==> config.mk <==
export PLATFORM = sky130hd
export DESIGN_NAME = art_trig_seq
export DESIGN_NICKNAME = d
export VERILOG_FILES = /design/src/rtl/art_trig_pkg.sv /design/src/rtl/art_trig_timer.sv /design/src/rtl/art_trig_ctrl.sv /design/src/rtl/art_trig_seq.sv
export SDC_FILE = /design/constraint.sdc
export NUM_CORES = 1
export LEC_CHECK = 0
export BUFFER_PORTS_ARGS = -buffer_cell sky130_fd_sc_hd__buf_2
export CAP_MARGIN = 0
export CORE_MARGIN = 4
export CORE_UTILIZATION = 40
export CTS_BUF_LIST = sky130_fd_sc_hd__clkbuf_4
export CTS_CLUSTER_DIAMETER = 200
export DETAILED_ROUTE_END_ITERATION = 16
export PLACE_DENSITY = 0.7
export SYNTH_ARGS = -nofsm -noshare
export SYNTH_HDL_FRONTEND = slang
export SYNTH_SLANG_ARGS = --single-unit
==> constraint.sdc <==
create_clock -name clk -period 6.1 [get_ports clk]
set_input_delay 0.61 -clock clk [delete_from_list [all_inputs] [get_ports clk]]
set_output_delay 0.61 -clock clk [all_outputs]
set_load 0.005 [all_outputs]
==> src/rtl/art_trig_pkg.sv <==
package art_trig_pkg;
  localparam int NUM_KINDS = 3;
  localparam int KIND_W    = 2;
  localparam int CNT_W     = 5;
  localparam int IVL_W     = 10;
  localparam int SET_W     = 8;
  localparam int RATIO_W   = 16;
  localparam int EN_TOP    = 6;   // enable of kind 0 (pedestal); kind k at EN_TOP-k
  localparam int VETO_BIT  = 1;

  typedef enum logic [KIND_W-1:0] {
    KIND_PED   = 2'd0,
    KIND_LPINT = 2'd1,
    KIND_LPEXT = 2'd2
  } kind_e;

  typedef struct packed {
    logic clear;   // hold timers at zero
    logic count;   // advance timers
  } tmr_ctrl_t;
endpackage

==> src/rtl/art_trig_timer.sv <==
module art_trig_timer
  import art_trig_pkg::*;
#(
  parameter int CLK_PER_MS = 250000
) (
  input  logic             clk,
  input  logic             rstN,
  input  tmr_ctrl_t        tmrCtrl,
  input  logic [IVL_W-1:0] intervalMs,
  output logic             slotDue
);
  localparam int PRE_W = (CLK_PER_MS > 1) ? $clog2(CLK_PER_MS) : 1;
  localparam logic [PRE_W-1:0] PRE_LAST = PRE_W'(CLK_PER_MS - 1);

  logic [PRE_W-1:0] preCnt;
  logic [IVL_W-1:0] msCnt;
  logic [IVL_W-1:0] effIvl;
  logic             msTick;

  assign effIvl  = (intervalMs == '0) ? IVL_W'(1) : intervalMs;
  assign msTick  = tmrCtrl.count && (preCnt == PRE_LAST);
  assign slotDue = msTick && (msCnt >= effIvl - IVL_W'(1));

  always_ff @(posedge clk or negedge rstN) begin
    if (!rstN) begin
      preCnt <= '0;
      msCnt  <= '0;
    end else if (tmrCtrl.clear) begin
      preCnt <= '0;
      msCnt  <= '0;
    end else if (tmrCtrl.count) begin
      preCnt <= msTick ? '0 : preCnt + PRE_W'(1);
      if (msTick) msCnt <= slotDue ? '0 : msCnt + IVL_W'(1);
    end
  end

  AST_PRESCALE_RANGE: assert property (@(posedge clk) disable iff (!rstN)
    preCnt <= PRE_LAST) else $error("prescaler out of range");

  AST_CLEAR_HOLDS: assert property (@(posedge clk) disable iff (!rstN)
    tmrCtrl.clear |=> (preCnt == '0 && msCnt == '0)) else $error("timer not cleared");
endmodule

==> src/rtl/art_trig_ctrl.sv <==
module art_trig_ctrl
  import art_trig_pkg::*;
(
  input  logic               clk,
  input  logic               rstN,
  input  logic               runEn,
  input  logic [SET_W-1:0]   genSettings,
  input  logic [RATIO_W-1:0] ratioWord,
  input  logic               slotDue,
  output tmr_ctrl_t          tmrCtrl,
  output logic               trigPulse,
  output logic [KIND_W-1:0]  trigType
);
  logic [NUM_KINDS-1:0] eligible;
  logic [CNT_W-1:0]     kindCnt [NUM_KINDS];
  logic [KIND_W-1:0]    kindPtr;
  logic [CNT_W-1:0]     repCnt;
  logic [KIND_W-1:0]    pickKind;
  logic                 pickFound;
  logic                 repDone;
  logic [KIND_W-1:0]    nextPtr;
  logic                 veto;

  // Ratio fields: kind 0 in the highest field, kind 2 in the lowest.
  for (genvar g = 0; g < NUM_KINDS; g++) begin : g_kind
    assign kindCnt[g]  = ratioWord[(NUM_KINDS-1-g)*CNT_W +: CNT_W];
    assign eligible[g] = genSettings[EN_TOP-g] && (kindCnt[g] != '0);
  end

  assign veto = genSettings[VETO_BIT];
  assign tmrCtrl.clear = !runEn;
  assign tmrCtrl.count = runEn;

  // First eligible kind at or after the pointer, in cyclic order.
  always_comb begin
    pickKind  = kindPtr;
    pickFound = 1'b0;
    for (int k = NUM_KINDS - 1; k >= 0; k--) begin
      int idx;
      idx = int'(kindPtr) + k;
      if (idx >= NUM_KINDS) idx = idx - NUM_KINDS;
      if (eligible[idx]) begin
        pickFound = 1'b1;
        pickKind  = KIND_W'(idx);
      end
    end
  end

  assign repDone = ({1'b0, repCnt} + (CNT_W+1)'(1)) >= {1'b0, kindCnt[pickKind]};
  assign nextPtr = (pickKind == KIND_W'(NUM_KINDS - 1)) ? '0 : pickKind + KIND_W'(1);

  always_ff @(posedge clk or negedge rstN) begin
    if (!rstN) begin
      kindPtr   <= KIND_PED;
      repCnt    <= '0;
      trigPulse <= 1'b0;
      trigType  <= '0;
    end else if (!runEn) begin
      kindPtr   <= KIND_PED;
      repCnt    <= '0;
      trigPulse <= 1'b0;
      trigType  <= '0;
    end else begin
      trigPulse <= 1'b0;
      trigType  <= '0;
      if (slotDue && pickFound) begin
        trigPulse <= !veto;
        trigType  <= veto ? '0 : pickKind;
        if (repDone) begin
          kindPtr <= nextPtr;
          repCnt  <= '0;
        end else begin
          kindPtr <= pickKind;
          repCnt  <= repCnt + CNT_W'(1);
        end
      end
    end
  end

  AST_STOP_QUIET: assert property (@(posedge clk) disable iff (!rstN)
    !runEn |=> !trigPulse) else $error("pulse while stopped");

  AST_VETO_QUIET: assert property (@(posedge clk) disable iff (!rstN)
    veto |=> !trigPulse) else $error("pulse under veto");

  AST_PULSE_SINGLE: assert property (@(posedge clk) disable iff (!rstN)
    trigPulse |=> !trigPulse) else $error("pulse wider than one cycle");

  AST_PULSE_ON_SLOT: assert property (@(posedge clk) disable iff (!rstN)
    trigPulse |-> $past(slotDue)) else $error("pulse without slot");

  AST_KIND_LEGAL: assert property (@(posedge clk) disable iff (!rstN)
    trigPulse |-> (trigType < KIND_W'(NUM_KINDS))) else $error("illegal kind code");

  AST_PTR_RANGE: assert property (@(posedge clk) disable iff (!rstN)
    kindPtr < KIND_W'(NUM_KINDS)) else $error("pointer out of range");
endmodule

==> src/rtl/art_trig_seq.sv <==
module art_trig_seq
  import art_trig_pkg::*;
#(
  parameter int CLK_PER_MS = 250000
) (
  input  logic        clk,
  input  logic        rstN,
  input  logic        runEn,
  input  logic [7:0]  genSettings,
  input  logic [9:0]  intervalMs,
  input  logic [15:0] ratioWord,
  output logic        trigPulse,
  output logic [1:0]  trigType
);
  tmr_ctrl_t tmrCtrl;
  logic      slotDue;

  art_trig_timer #(.CLK_PER_MS(CLK_PER_MS)) u_timer (
    .clk        (clk),
    .rstN       (rstN),
    .tmrCtrl    (tmrCtrl),
    .intervalMs (intervalMs),
    .slotDue    (slotDue)
  );

  art_trig_ctrl u_ctrl (
    .clk         (clk),
    .rstN        (rstN),
    .runEn       (runEn),
    .genSettings (genSettings),
    .ratioWord   (ratioWord),
    .slotDue     (slotDue),
    .tmrCtrl     (tmrCtrl),
    .trigPulse   (trigPulse),
    .trigType    (trigType)
  );
endmodule

==> PnR_summary.wiki, run 1 <==
{| class="wikitable"
! Metric !! Value
|-
| Result of the run || finished clean
|-
| Clock tree from TritonCTS || done
|-
| Clock latency reported for the late side of the worst-skew pair || 0.34 ns
|-
| Sum Neg Setup Slack || 0 ns
|-
| Max Buffers Root-to-Sink || 2
|-
| Die outline area || 0.00842 mm²
|-
| Count of placed standard cells in the final layout, fillers left out || 450
|-
| Startpoint type of the worst setup path || register
|-
| Share of total power in sequential cells || 56.9%
|-
| GRT Total Usage || 14.5%
|-
| Placed instance area || 0.00306 mm²
|-
| Via count || around 2400
|-
| Peak supply drop || about 94 µV
|-
| Synth Register Bits || 38
|-
| Placement-stage worst setup slack || 1.49 ns
|-
| Type of the worst setup path || register to register
|-
| Sequential area share after synthesis || 33.9%
|-
| Share of power burned in the clock network || 28.6%
|-
| P_sw || 0.119 mW
|-
| Final Hold Fails || 0
|-
| Max Fanout on Critical Path || 14
|-
| HPWL after detailed placement || 4450 µm
|-
| Type of element capturing the critical path || register
|-
| Minimum clock period after layout || 4.30 ns
|-
| Int Pwr || around 0.33 mW
|-
| Design Power || 0.448 mW
|-
| Antenna fix cells || 0
|-
| Root buffer cell || sky130_fd_sc_hd__clkbuf_4
|-
| Post-layout net count || 411
|-
| DR vias/cell || 5.43
|-
| Actual slew at the worst max-slew pin || 0.990 ns
|-
| Post-synth top area share || 33.9%
|-
| Count leader, synth || sky130_fd_sc_hd__dfrtp_1
|-
| Residual overflow from global routing || 0
|-
| Number of library cell types mapped by synthesis || 53
|-
| Fraction of the cycle the final worst path needs || a little over two thirds
|-
| Clock Pin Slew Worst Setup and Hold Paths || ~0.11 ns
|-
| Critical path data required time || roughly 6.4 ns
|-
| Post-synth top cells || sky130_fd_sc_hd__dfrtp_1, sky130_fd_sc_hd__nor2_1, sky130_fd_sc_hd__nand2_1
|-
| Final count of pins violating max slew || 0
|-
| Cell type with the largest total area after synthesis || sky130_fd_sc_hd__dfrtp_1
|-
| Gate count of the mapped netlist || 320
|-
| Post-CTS setup buffer count || 0
|-
| Number of nets produced by synthesis || roughly 380
|-
| Final routed wire length divided by cell count || 12.9 µm
|-
| Number of violations of the max-capacitance limit || 0
|-
| Clock buffers created by TritonCTS || 5
|-
| Share of final-layout standard cells stronger than drive strength 1 || between 10% and 20%
|-
| Logic depth of the worst register-to-register path || 15
|-
| Rows || 30
|-
| DR DRC count || 0
|-
| Global-route wire length before repair || 10400 µm
|-
| Power density over the cells || ~140 mW/mm²
|-
| Fraction of power consumed by combinational cells || 14.6%
|-
| Post-route antenna net violation count || 0
|-
| Placed insts || roughly 440
|-
| Share of async-settable or async-resettable flops after synthesis || 100%
|-
| Upper clock frequency limit || 0.233 GHz
|-
| Core outline area || between 0.006 and 0.007 mm²
|-
| Hold buffer count at CTS || 0
|-
| Switch share || 26.5%
|-
| Initial antenna violation count || 0
|-
| IO buf count || 34
|-
| Final Worst Setup Slack || 1.80 ns
|-
| Num Clock Sinks || 38
|-
| Count of fill cells added during filler insertion || 686
|-
| Cell area after layout || 0.00312 mm²
|-
| EDFF count, synth || 0
|-
| Leakage power || 1.45 nW
|-
| Leading post-synthesis cells by cell area || sky130_fd_sc_hd__dfrtp_1, sky130_fd_sc_hd__ha_1, sky130_fd_sc_hd__nor2_1
|-
| Commonest register cell after synthesis || sky130_fd_sc_hd__dfrtp_1
|-
| Routability cong. || 0.793
|-
| Maximum number of pins on one net before global-route repair || 39
|-
| Die boundary height || 91.8 µm
|-
| Starting density of the core || 41.3%
|-
| Number of synthesis warnings || 0
|-
| Arrival time of the worst setup path || 4.56 ns
|-
| Number of iterations in the first detailed-routing pass || 4
|-
| Worst hold path type || input port to asynchronous set/reset pin
|-
| Endpoints failing setup || 0
|-
| CTS H-tree lvls || 2
|-
| Area added between synthesis and finish || 11.1%
|-
| Unrepaired setup endpoints after global routing || no
|-
| Maximum clock skew at final layout || 0.00449 ns
|-
| Count of instances resized after the clock tree is built || 0
|-
| Mean Syn Cell Area || 8.77 µm²
|-
| Number of global-route vias before repair || 2389
|-
| Count of pins on the block boundary || 40
|-
| Horiz. Die Dim || 91.8 µm
|-
| Post-Synthesis Cell Area || about 0.0028 mm²
|-
| Worst slew margin relative to its limit || approximately 34%
|-
| Final routed wirelength across all metal layers || 5810 µm
|-
| Iter 0 DRT Violations || 118
|}
## flip-flops by register name, summed over array words and instances, names as in the netlist
register	flops
u_timer.preCnt	18
u_timer.msCnt	10
u_ctrl.repCnt	5
u_ctrl.kindPtr	2
u_ctrl.trigType	2
u_ctrl.trigPulse	1
## per-layer routing
| layer | wire length (µm) | GRT usage, % | vias to the layer above |
|---|---|---|---|
| li1 | - | - | 1228 |
| met3 | 261 | 3.36 | 12 |
| met1 | 2830 | 19.4 | 1153 |
| met5 | 0 | 0 | - |
| met4 | 87 | 4.08 | 0 |
| met2 | 2630 | 23.5 | 52 |
## through the flow
stage	hold WS [ns]	utilization [%]
global route	0.410	45.9
finish	0.359	45.9
CTS	0.393	45.9
detailed placement	0.484	45.1
global placement	0.470	45.1
floorplan	0.314	-
## final timing paths
check,start,endpoint,slack (ns)
worst max-delay path,u_ctrl.kindPtr[0],u_ctrl.kindPtr[0],1.80
worst min-delay path,rstN,u_timer.preCnt[0],0.36
worst max register to register,u_ctrl.kindPtr[0],u_ctrl.kindPtr[0],1.80
worst min register to register,u_timer.preCnt[0],u_timer.preCnt[0],0.49
max in group asynchronous,rstN,u_ctrl.kindPtr[1],5.22
min in group clk,u_timer.preCnt[0],u_timer.preCnt[0],0.49
## critical path: stages (launching register included)
cell	delay (ns)
sky130_fd_sc_hd__dfrtp_1	0.43
sky130_fd_sc_hd__inv_1	0.10
sky130_fd_sc_hd__ha_1	0.57
sky130_fd_sc_hd__nand2_1	0.13
sky130_fd_sc_hd__a22oi_1	0.19
sky130_fd_sc_hd__o2bb2ai_2	0.09
sky130_fd_sc_hd__a21oi_4	0.32
sky130_fd_sc_hd__mux2_4	0.34
sky130_fd_sc_hd__a22o_1	0.18
sky130_fd_sc_hd__ha_1	0.26
sky130_fd_sc_hd__nand2b_1	0.13
sky130_fd_sc_hd__a21o_1	0.18
sky130_fd_sc_hd__a211o_1	0.31
sky130_fd_sc_hd__a211oi_1	0.63
sky130_fd_sc_hd__mux2i_1	0.18
sky130_fd_sc_hd__mux2i_1	0.17
## power groups by stage
stage | registers (mW) | clock network [mW] | logic [mW]
finish | 0.255 | 0.128 | 0.0652
floorplan | 0.259 | 0 | 0.0376
CTS | 0.255 | 0.134 | 0.0661
global placement | 0.260 | 0 | 0.0637
detailed placement | 0.260 | 0 | 0.0656
global route | 0.255 | 0.145 | 0.0745
## kinds of logic after synthesis
group	synth area share, %
and+or+nand+nor	25.1
AOI/OAI and AO/OA	17.8
adders and majority gates	9.36
muxes	3.97
buffers and inverters	2.67
DFF	33.9
xor gates and xnor gates	7.18
## final cells by class
type / count / area (µm²) / share of cell area (%)
clock inverters: 2 / 8.76 / 0.281
inverters: 11 / 41.3 / 1.32
flip-flops and latches: 38 / 951 / 30.5
clock buffers: 6 / 45.0 / 1.45
repair buffers: 34 / 170 / 5.46
multi-input cells: 263 / 1780 / 57.1
well taps: 96 / 120 / 3.85
## layout by cell type, fill, tap and decap left out, drive strengths merged, types with 5 or more instances in the layout
master  instances
nor2           35
nand2          25
ha             21
inv            11
and3           11
buf            34
nor2b           6
nand4           5
mux2            6
clkbuf          6
a21oi          12
dfrtp          38
o31ai           6
xor2           14
xnor2           9
a22oi           7
nand2b          6
o21ai          23
nor3            6
nand3          22
Power figures use the tool's default switching activity.
==> inputs of run 2 (changes only) <==
--- a/config.mk
+++ b/config.mk
@@ -12,7 +12,7 @@
 export CTS_BUF_LIST = sky130_fd_sc_hd__clkbuf_4
 export CTS_CLUSTER_DIAMETER = 200
 export DETAILED_ROUTE_END_ITERATION = 16
-export PLACE_DENSITY = 0.7
+export PLACE_DENSITY = 0.72
 export SYNTH_ARGS = -nofsm -noshare
 export SYNTH_HDL_FRONTEND = slang
 export SYNTH_SLANG_ARGS = --single-unit
==> constraint.sdc (replaced) <==
create_clock -name clk -period 3.8 [get_ports clk]
set_input_delay 0.38 -clock clk [delete_from_list [all_inputs] [get_ports clk]]
set_output_delay 0.38 -clock clk [all_outputs]
set_load 0.005 [all_outputs]
==> run 2 against run 1 <==
First-iteration DRC count grew 10%; sequential cell count is the same; global-route usage grew 0.15 points; via count grew 0.78%; cell area grew 4.8%; sequential power grew 60%; die area is the same; clock power grew 61%; worst setup slack lost 1.6 ns; clock skew grew 0.0057 ns; critical path type unchanged; critical endpoint unchanged; highest routed layer unchanged.
==> PnR_summary.wiki, run 2 (synthesis gave the netlist of run 1 again) <==
{| class="wikitable"
! Metric !! Value
|-
| Root buffer cell || sky130_fd_sc_hd__clkbuf_4
|-
| Most common cell after layout, fill and taps aside || sky130_fd_sc_hd__dfrtp_1
|-
| Final routed wire length divided by cell count || around 13 µm
|-
| GRT Total Usage || between 10 and 15%
|-
| Endpoints failing setup || 0
|-
| WP depth || 14
|-
| Rows || 30
|-
| DR DRC count || 0
|-
| Slowest stage cell on the critical path || sky130_fd_sc_hd__dfrtp_1
|-
| Registers with the highest flip-flop counts || u_timer.preCnt (18), u_timer.msCnt (10), u_ctrl.repCnt (5)
|-
| Routability cong. || 0.865
|-
| Number of violations of the max-capacitance limit || 0
|-
| Sum Neg Setup Slack || 0 ns
|-
| P_sw || 0.193 mW
|-
| Clock tree from TritonCTS || done
|-
| Reg with most FFs || u_timer.preCnt
|-
| Maximum clock skew at final layout || 0.0102 ns
|-
| Type of the worst setup path || register to register
|-
| Area added between synthesis and finish || 16.4%
|-
| Antenna fix cells || 0
|-
| Minimum setup slack among reg-to-reg paths || 0.20 ns
|-
| Clock latency reported for the late side of the worst-skew pair || 0.34 ns
|-
| Fraction of power consumed by combinational cells || 15.5%
|-
| Horiz. Die Dim || 91.8 µm
|-
| Initial antenna violation count || 0
|-
| Worst slew margin relative to its limit || 43.8%
|-
| Final count of pins violating max slew || 0
|-
| Storage cell area || 951 µm²
|-
| Fraction of the cycle the final worst path needs || a little over nine tenths
|-
| Cell area after layout || 0.00327 mm²
|-
| IO buf count || 34
|-
| Die outline area || 0.00842 mm²
|-
| Startpoint type of the worst setup path || register
|-
| Critical path data required time || 4.01 ns
|-
| Leakage power || 1.53 nW
|-
| Worst path cell trace || ha_4 > mux2_2 > a22oi_2 > a21oi_4 > mux2_4 > a22o_1 > ha_1 > nand2b_1 > a21o_1 > a211o_1 > a211o_1 > and2_1 > mux2i_1 > mux2i_1
|-
| Final routed wirelength across all metal layers || 5950 µm
|-
| Max FFs per register || 18
|-
| Switch share || a little over a quarter
|-
| Starting density of the core || 41.3%
|-
| Arrival time of the worst setup path || 3.81 ns
|-
| Residual overflow from global routing || 0
|-
| Die boundary height || slightly above 90 µm
|-
| Crit path max-delay family || compound AO/OA/AOI/OAI gates
|-
| Int Pwr || 0.535 mW
|-
| CP peak stage delay || 0.47 ns
|-
| Post-layout net count || ~430
|-
| Placed instance area || 0.00316 mm²
|-
| Final Hold Fails || 0
|-
| DR vias/cell || 5.29
|-
| Clock buffers created by TritonCTS || 5
|-
| Unrepaired setup endpoints after global routing || yes
|-
| Most used cells in the layout excluding fill and tap cells || sky130_fd_sc_hd__dfrtp_1, sky130_fd_sc_hd__nor2_1, sky130_fd_sc_hd__buf_2
|-
| Max Fanout on Critical Path || 9
|-
| Area taken by multi-input logic gates || 0.00181 mm²
|-
| HPWL after detailed placement || 4480 µm
|-
| Logic depth of the worst register-to-register path || 14
|-
| CP Buf/Inv Count || 0
|-
| Upper clock frequency limit || 0.277 GHz
|-
| Peak supply drop || about 150 µV
|-
| Result of the run || finished clean
|-
| CTS H-tree lvls || 2
|-
| Via count || 2464
|-
| Number of global-route vias before repair || between 2000 and 2500
|-
| Actual slew at the worst max-slew pin || approximately 0.84 ns
|-
| Share of final-layout standard cells stronger than drive strength 1 || 21.4%
|-
| Num Clock Sinks || 38
|-
| Number of iterations in the first detailed-routing pass || 4
|-
| Core outline area || 0.00679 mm²
|-
| Share of power burned in the clock network || 28.3%
|-
| Share of total power in sequential cells || a little under three fifths
|-
| Minimum clock period after layout || ~3.6 ns
|-
| Maximum number of pins on one net before global-route repair || 39
|-
| Post-route antenna net violation count || 0
|-
| Global-route wire length before repair || 10400 µm
|-
| Iter 0 DRT Violations || 130
|-
| Worst hold path type || input port to asynchronous set/reset pin
|-
| Count of fill cells added during filler insertion || 657
|-
| Clock Pin Slew Worst Setup and Hold Paths || 0.11 ns
|-
| Max Buffers Root-to-Sink || 2
|-
| Power density over the cells || 223 mW/mm²
|-
| Count of pins on the block boundary || 40
|-
| Type of element capturing the critical path || register
|}
==> run 2: routing by layer <==
layer | share of wire (%) | global-route usage (%)
met1 | 48 | 19.8
met3 | 5.2 | 3.36
met5 | 0 | 0
met4 | 1.6 | 4.21
met2 | 45 | 23.5
==> run 2: path summary, 6_finish.rpt <==
path,startpoint,to
min reg2reg,u_timer.preCnt[0],u_timer.preCnt[0]
max,u_ctrl.kindPtr[1],u_ctrl.kindPtr[0]
max in group asynchronous,rstN,u_timer.preCnt[14]
max reg2reg,u_ctrl.kindPtr[1],u_ctrl.kindPtr[0]
min in group clk,genSettings[1],u_ctrl.trigType[1]
min,rstN,u_timer.msCnt[2]
==> run 2: cell type report <==
type | instances | share of cell area (%)
multi-input cells | 263 | 55.4
flip-flops and latches | 38 | 29.1
repair buffers | 50 | 8.89
well taps | 96 | 3.68
clock buffers | 6 | 1.38
inverters | 11 | 1.26
clock inverters | 2 | 0.268
==> run 2: power by group through the flow <==
stage	Combinational (mW)	Clock (mW)	Sequential (mW)
after global routing	0.127	0.233	0.410
after global placement	0.109	0	0.417
final	0.113	0.206	0.409
after floorplan	0.0603	0	0.417
after detailed placement	0.112	0	0.417
after CTS	0.112	0.217	0.409
==> run 2: timing repair <==
item / 4_1_cts / 5_1_grt
resized for setup: 0 / 5
hold buffers: 0 / 0
setup buffers: 0 / 3
endpoints found under the setup margin: 0 / 8
==> run 2: per-stage QoR <==
stage          utilization, %  total power [mW]  setup slack [ns]  hold slack (ns)  cells
3_5_place_dp             46.5             0.528            -0.154            0.475    455
5_1_grt                  48.1             0.770           0.00845            0.200    466
4_1_cts                  47.3             0.739           0.00391            0.157    463
6_report                 48.1             0.728             0.196            0.136    466
2_1_floorplan               -             0.477            0.0714           0.0844    320
3_3_place_gp             46.5             0.525           -0.0983            0.468    455
==> inputs of run 3 (changes only) <==
--- a/config.mk
+++ b/config.mk
@@ -5,11 +5,10 @@
 export SDC_FILE = /design/constraint.sdc
 export NUM_CORES = 1
 export LEC_CHECK = 0
-export BUFFER_PORTS_ARGS = -buffer_cell sky130_fd_sc_hd__buf_2
+export BUFFER_PORTS_ARGS = -buffer_cell sky130_fd_sc_hd__buf_4
 export CAP_MARGIN = 0
 export CORE_MARGIN = 4
 export CORE_UTILIZATION = 40
-export CTS_BUF_LIST = sky130_fd_sc_hd__clkbuf_4
 export CTS_CLUSTER_DIAMETER = 200
 export DETAILED_ROUTE_END_ITERATION = 16
 export PLACE_DENSITY = 0.72
==> run 3 against run 2 <==
Clock skew is 0.0012 ns lower; largest power group unchanged; via count is 2.9% higher; sequential cell count stayed put; largest cell class unchanged; wire length is 7.1% higher; highest routed layer unchanged.
==> PnR_summary.wiki, run 3 (synthesis gave the netlist of run 1 again) <==
{| class="wikitable"
! Metric !! Value
|-
| Int Pwr || about 0.66 mW
|-
| Initial antenna violation count || 0
|-
| Worst slew margin relative to its limit || 46.4%
|-
| Clock Pin Slew Worst Setup and Hold Paths || 0.08 ns
|-
| Number of iterations in the first detailed-routing pass || 4
|-
| Slowest stage cell on the critical path || sky130_fd_sc_hd__dfrtp_2
|-
| Peak supply drop || between 150 and 200 µV
|-
| Clock buffers created by TritonCTS || 5
|-
| Design Power || 0.870 mW
|-
| DR vias/cell || around 5.4
|-
| Result of the run || finished clean
|-
| Clock tree from TritonCTS || done
|-
| Number of violations of the max-capacitance limit || 0
|-
| Most used cells in the layout excluding fill and tap cells || sky130_fd_sc_hd__buf_4, sky130_fd_sc_hd__dfrtp_1, sky130_fd_sc_hd__nor2_1
|-
| Worst hold path type || input port to asynchronous set/reset pin
|-
| Maximum clock skew at final layout || between 0.008 and 0.009 ns
|-
| Routability cong. || 0.884
|-
| Cell area after layout || between 0.003 and 0.004 mm²
|-
| Minimum clock period after layout || 3.61 ns
|-
| Worst path cell trace || buf_4 > ha_4 > nor2b_1 > a22oi_1 > o2bb2ai_2 > a21oi_4 > buf_4 > mux2_2 > a22oi_1 > ha_1 > a21o_1 > a211o_1 > a211o_1 > and2_1 > a21oi_1 > mux2i_1
|-
| Core outline area || 0.00679 mm²
|-
| Type of element capturing the critical path || register
|-
| Actual slew at the worst max-slew pin || 0.804 ns
|-
| P_sw || 0.206 mW
|-
| Antenna fix cells || 0
|-
| Fraction of the cycle the final worst path needs || a little over nine tenths
|-
| Area added between synthesis and finish || 22.7%
|-
| Placement-stage worst setup slack || -0.131 ns
|-
| Reg with most FFs || u_timer.preCnt
|-
| Num Clock Sinks || 38
|-
| Post-layout net count || 430
|-
| Most common cell after layout, fill and taps aside || sky130_fd_sc_hd__buf_4
|-
| Power density over the cells || between 200 and 300 mW/mm²
|-
| Residual overflow from global routing || 0
|-
| CP peak stage delay || 0.44 ns
|-
| IO buf count || 34
|-
| Iter 0 DRT Violations || around 140
|-
| CTS H-tree lvls || 2
|-
| Share of final-layout standard cells stronger than drive strength 1 || 22.8%
|-
| Post-route antenna net violation count || 0
|-
| Maximum number of pins on one net before global-route repair || 39
|-
| Final count of pins violating max slew || 0
|-
| Die boundary height || 91.8 µm
|-
| Root buffer cell || sky130_fd_sc_hd__clkbuf_8
|-
| Share of total power in sequential cells || between 40% and 50%
|-
| GRT Total Usage || approximately 15%
|-
| Type of the worst setup path || register to register
|-
| Final Hold Fails || 0
|-
| Final routed wire length divided by cell count || 13.6 µm
|-
| Number of global-route vias before repair || about 2400
|-
| Count of pins on the block boundary || 40
|-
| Placed instance area || between 0.003 and 0.004 mm²
|-
| Final Worst Setup Slack || about 0.19 ns
|-
| Max Buffers Root-to-Sink || 2
|-
| Max Fanout on Critical Path || 11
|-
| Switch share || 23.6%
|-
| Horiz. Die Dim || around 92 µm
|-
| Die outline area || around 0.0084 mm²
|-
| Arrival time of the worst setup path || 3.78 ns
|-
| Via count || 2536
|-
| Registers with the highest flip-flop counts || u_timer.preCnt (18), u_timer.msCnt (10), u_ctrl.repCnt (5)
|-
| Leakage power || 1.59 nW
|-
| Rows || 30
|-
| Final core occ || between 50 and 60%
|-
| Startpoint type of the worst setup path || register
|-
| DR DRC count || 0
|-
| Endpoints failing setup || 0
|-
| Fraction of power consumed by combinational cells || 14.2%
|-
| HPWL after detailed placement || 4880 µm
|-
| Max FFs per register || 18
|-
| Global-route wire length before repair || 10900 µm
|-
| Share of power burned in the clock network || 38.7%
|-
| Final hold slack || ~0.045 ns
|-
| Upper clock frequency limit || ~0.28 GHz
|-
| Final routed wirelength across all metal layers || 6370 µm
|-
| Critical path data required time || 3.97 ns
|-
| Starting density of the core || between 40% and 50%
|-
| Clock latency reported for the late side of the worst-skew pair || ~0.29 ns
|}
-- run 3: stage by stage --
step                      setup TNS (ns)  instances
after floorplan                        0        320
after global placement           -0.0612        455
after detailed placement          -0.243        455
after CTS                              0        463
after global routing             -0.0573        469
final                                  0        469
-- run 3: final cells by class --
type / instances / area [µm²]
well taps: 96 / 120
fillers: 643 / 3350
flip-flops and latches: 38 / 953
clock buffers: 7 / 76.3
multi-input cells: 263 / 1830
inverters: 11 / 41.3
clock inverters: 1 / 30.0
repair buffers: 53 / 398
-- run 3: timing repair --
item / in CTS / in global routing
setup buffers: 0 / 6
pin swaps: 0 / 4
gates cloned: 0 / 0
gates resized for setup: 1 / 11
endpoints found under the setup margin: 2 / 7
hold buffers: 0 / 0
-- run 3: routing by layer --
| layer | routed length [µm] | track usage [%] | vias up |
|---|---|---|---|
| li1 | - | - | 1269 |
| met1 | 2900 | 19.9 | 1219 |
| met2 | 3130 | 26.3 | 44 |
| met3 | 285 | 3.12 | 4 |
| met4 | 48 | 4.33 | 0 |
| met5 | 0 | 0 | - |
-- run 3: worst max-delay path: cells and delay by family, from the launching register on --
family	cells	cell delay [ns]
AO/OA/AOI/OAI	8	1.54
adder cells (fa/ha/maj)	2	0.45
flip-flops	1	0.44
multiplexers	2	0.42
buffers and inverters	2	0.34
AND/OR/NAND/NOR	2	0.30
-- run 3: path summary, 6_finish.rpt --
kind,start,end,slack [ns],cells past startpoint
max,u_ctrl.kindPtr[0],u_ctrl.kindPtr[1],0.19,16
min,rstN,u_timer.msCnt[2],0.04,1
max reg2reg,u_ctrl.kindPtr[0],u_ctrl.kindPtr[1],0.19,16
min reg2reg,u_timer.preCnt[0],u_timer.preCnt[0],0.49,1
max in group asynchronous,rstN,u_ctrl.kindPtr[0],3.39,1
min in group clk,genSettings[1],u_ctrl.trigType[0],0.38,3
-- run 3: power by group through the flow --
stage                     Sequential, mW  Clock [mW]  Combinational (mW)
final                              0.409       0.337               0.124
after global routing               0.409       0.363               0.139
after CTS                          0.409       0.346               0.122
after detailed placement           0.417           0               0.122
after global placement             0.417           0               0.118
after floorplan                    0.417           0              0.0603
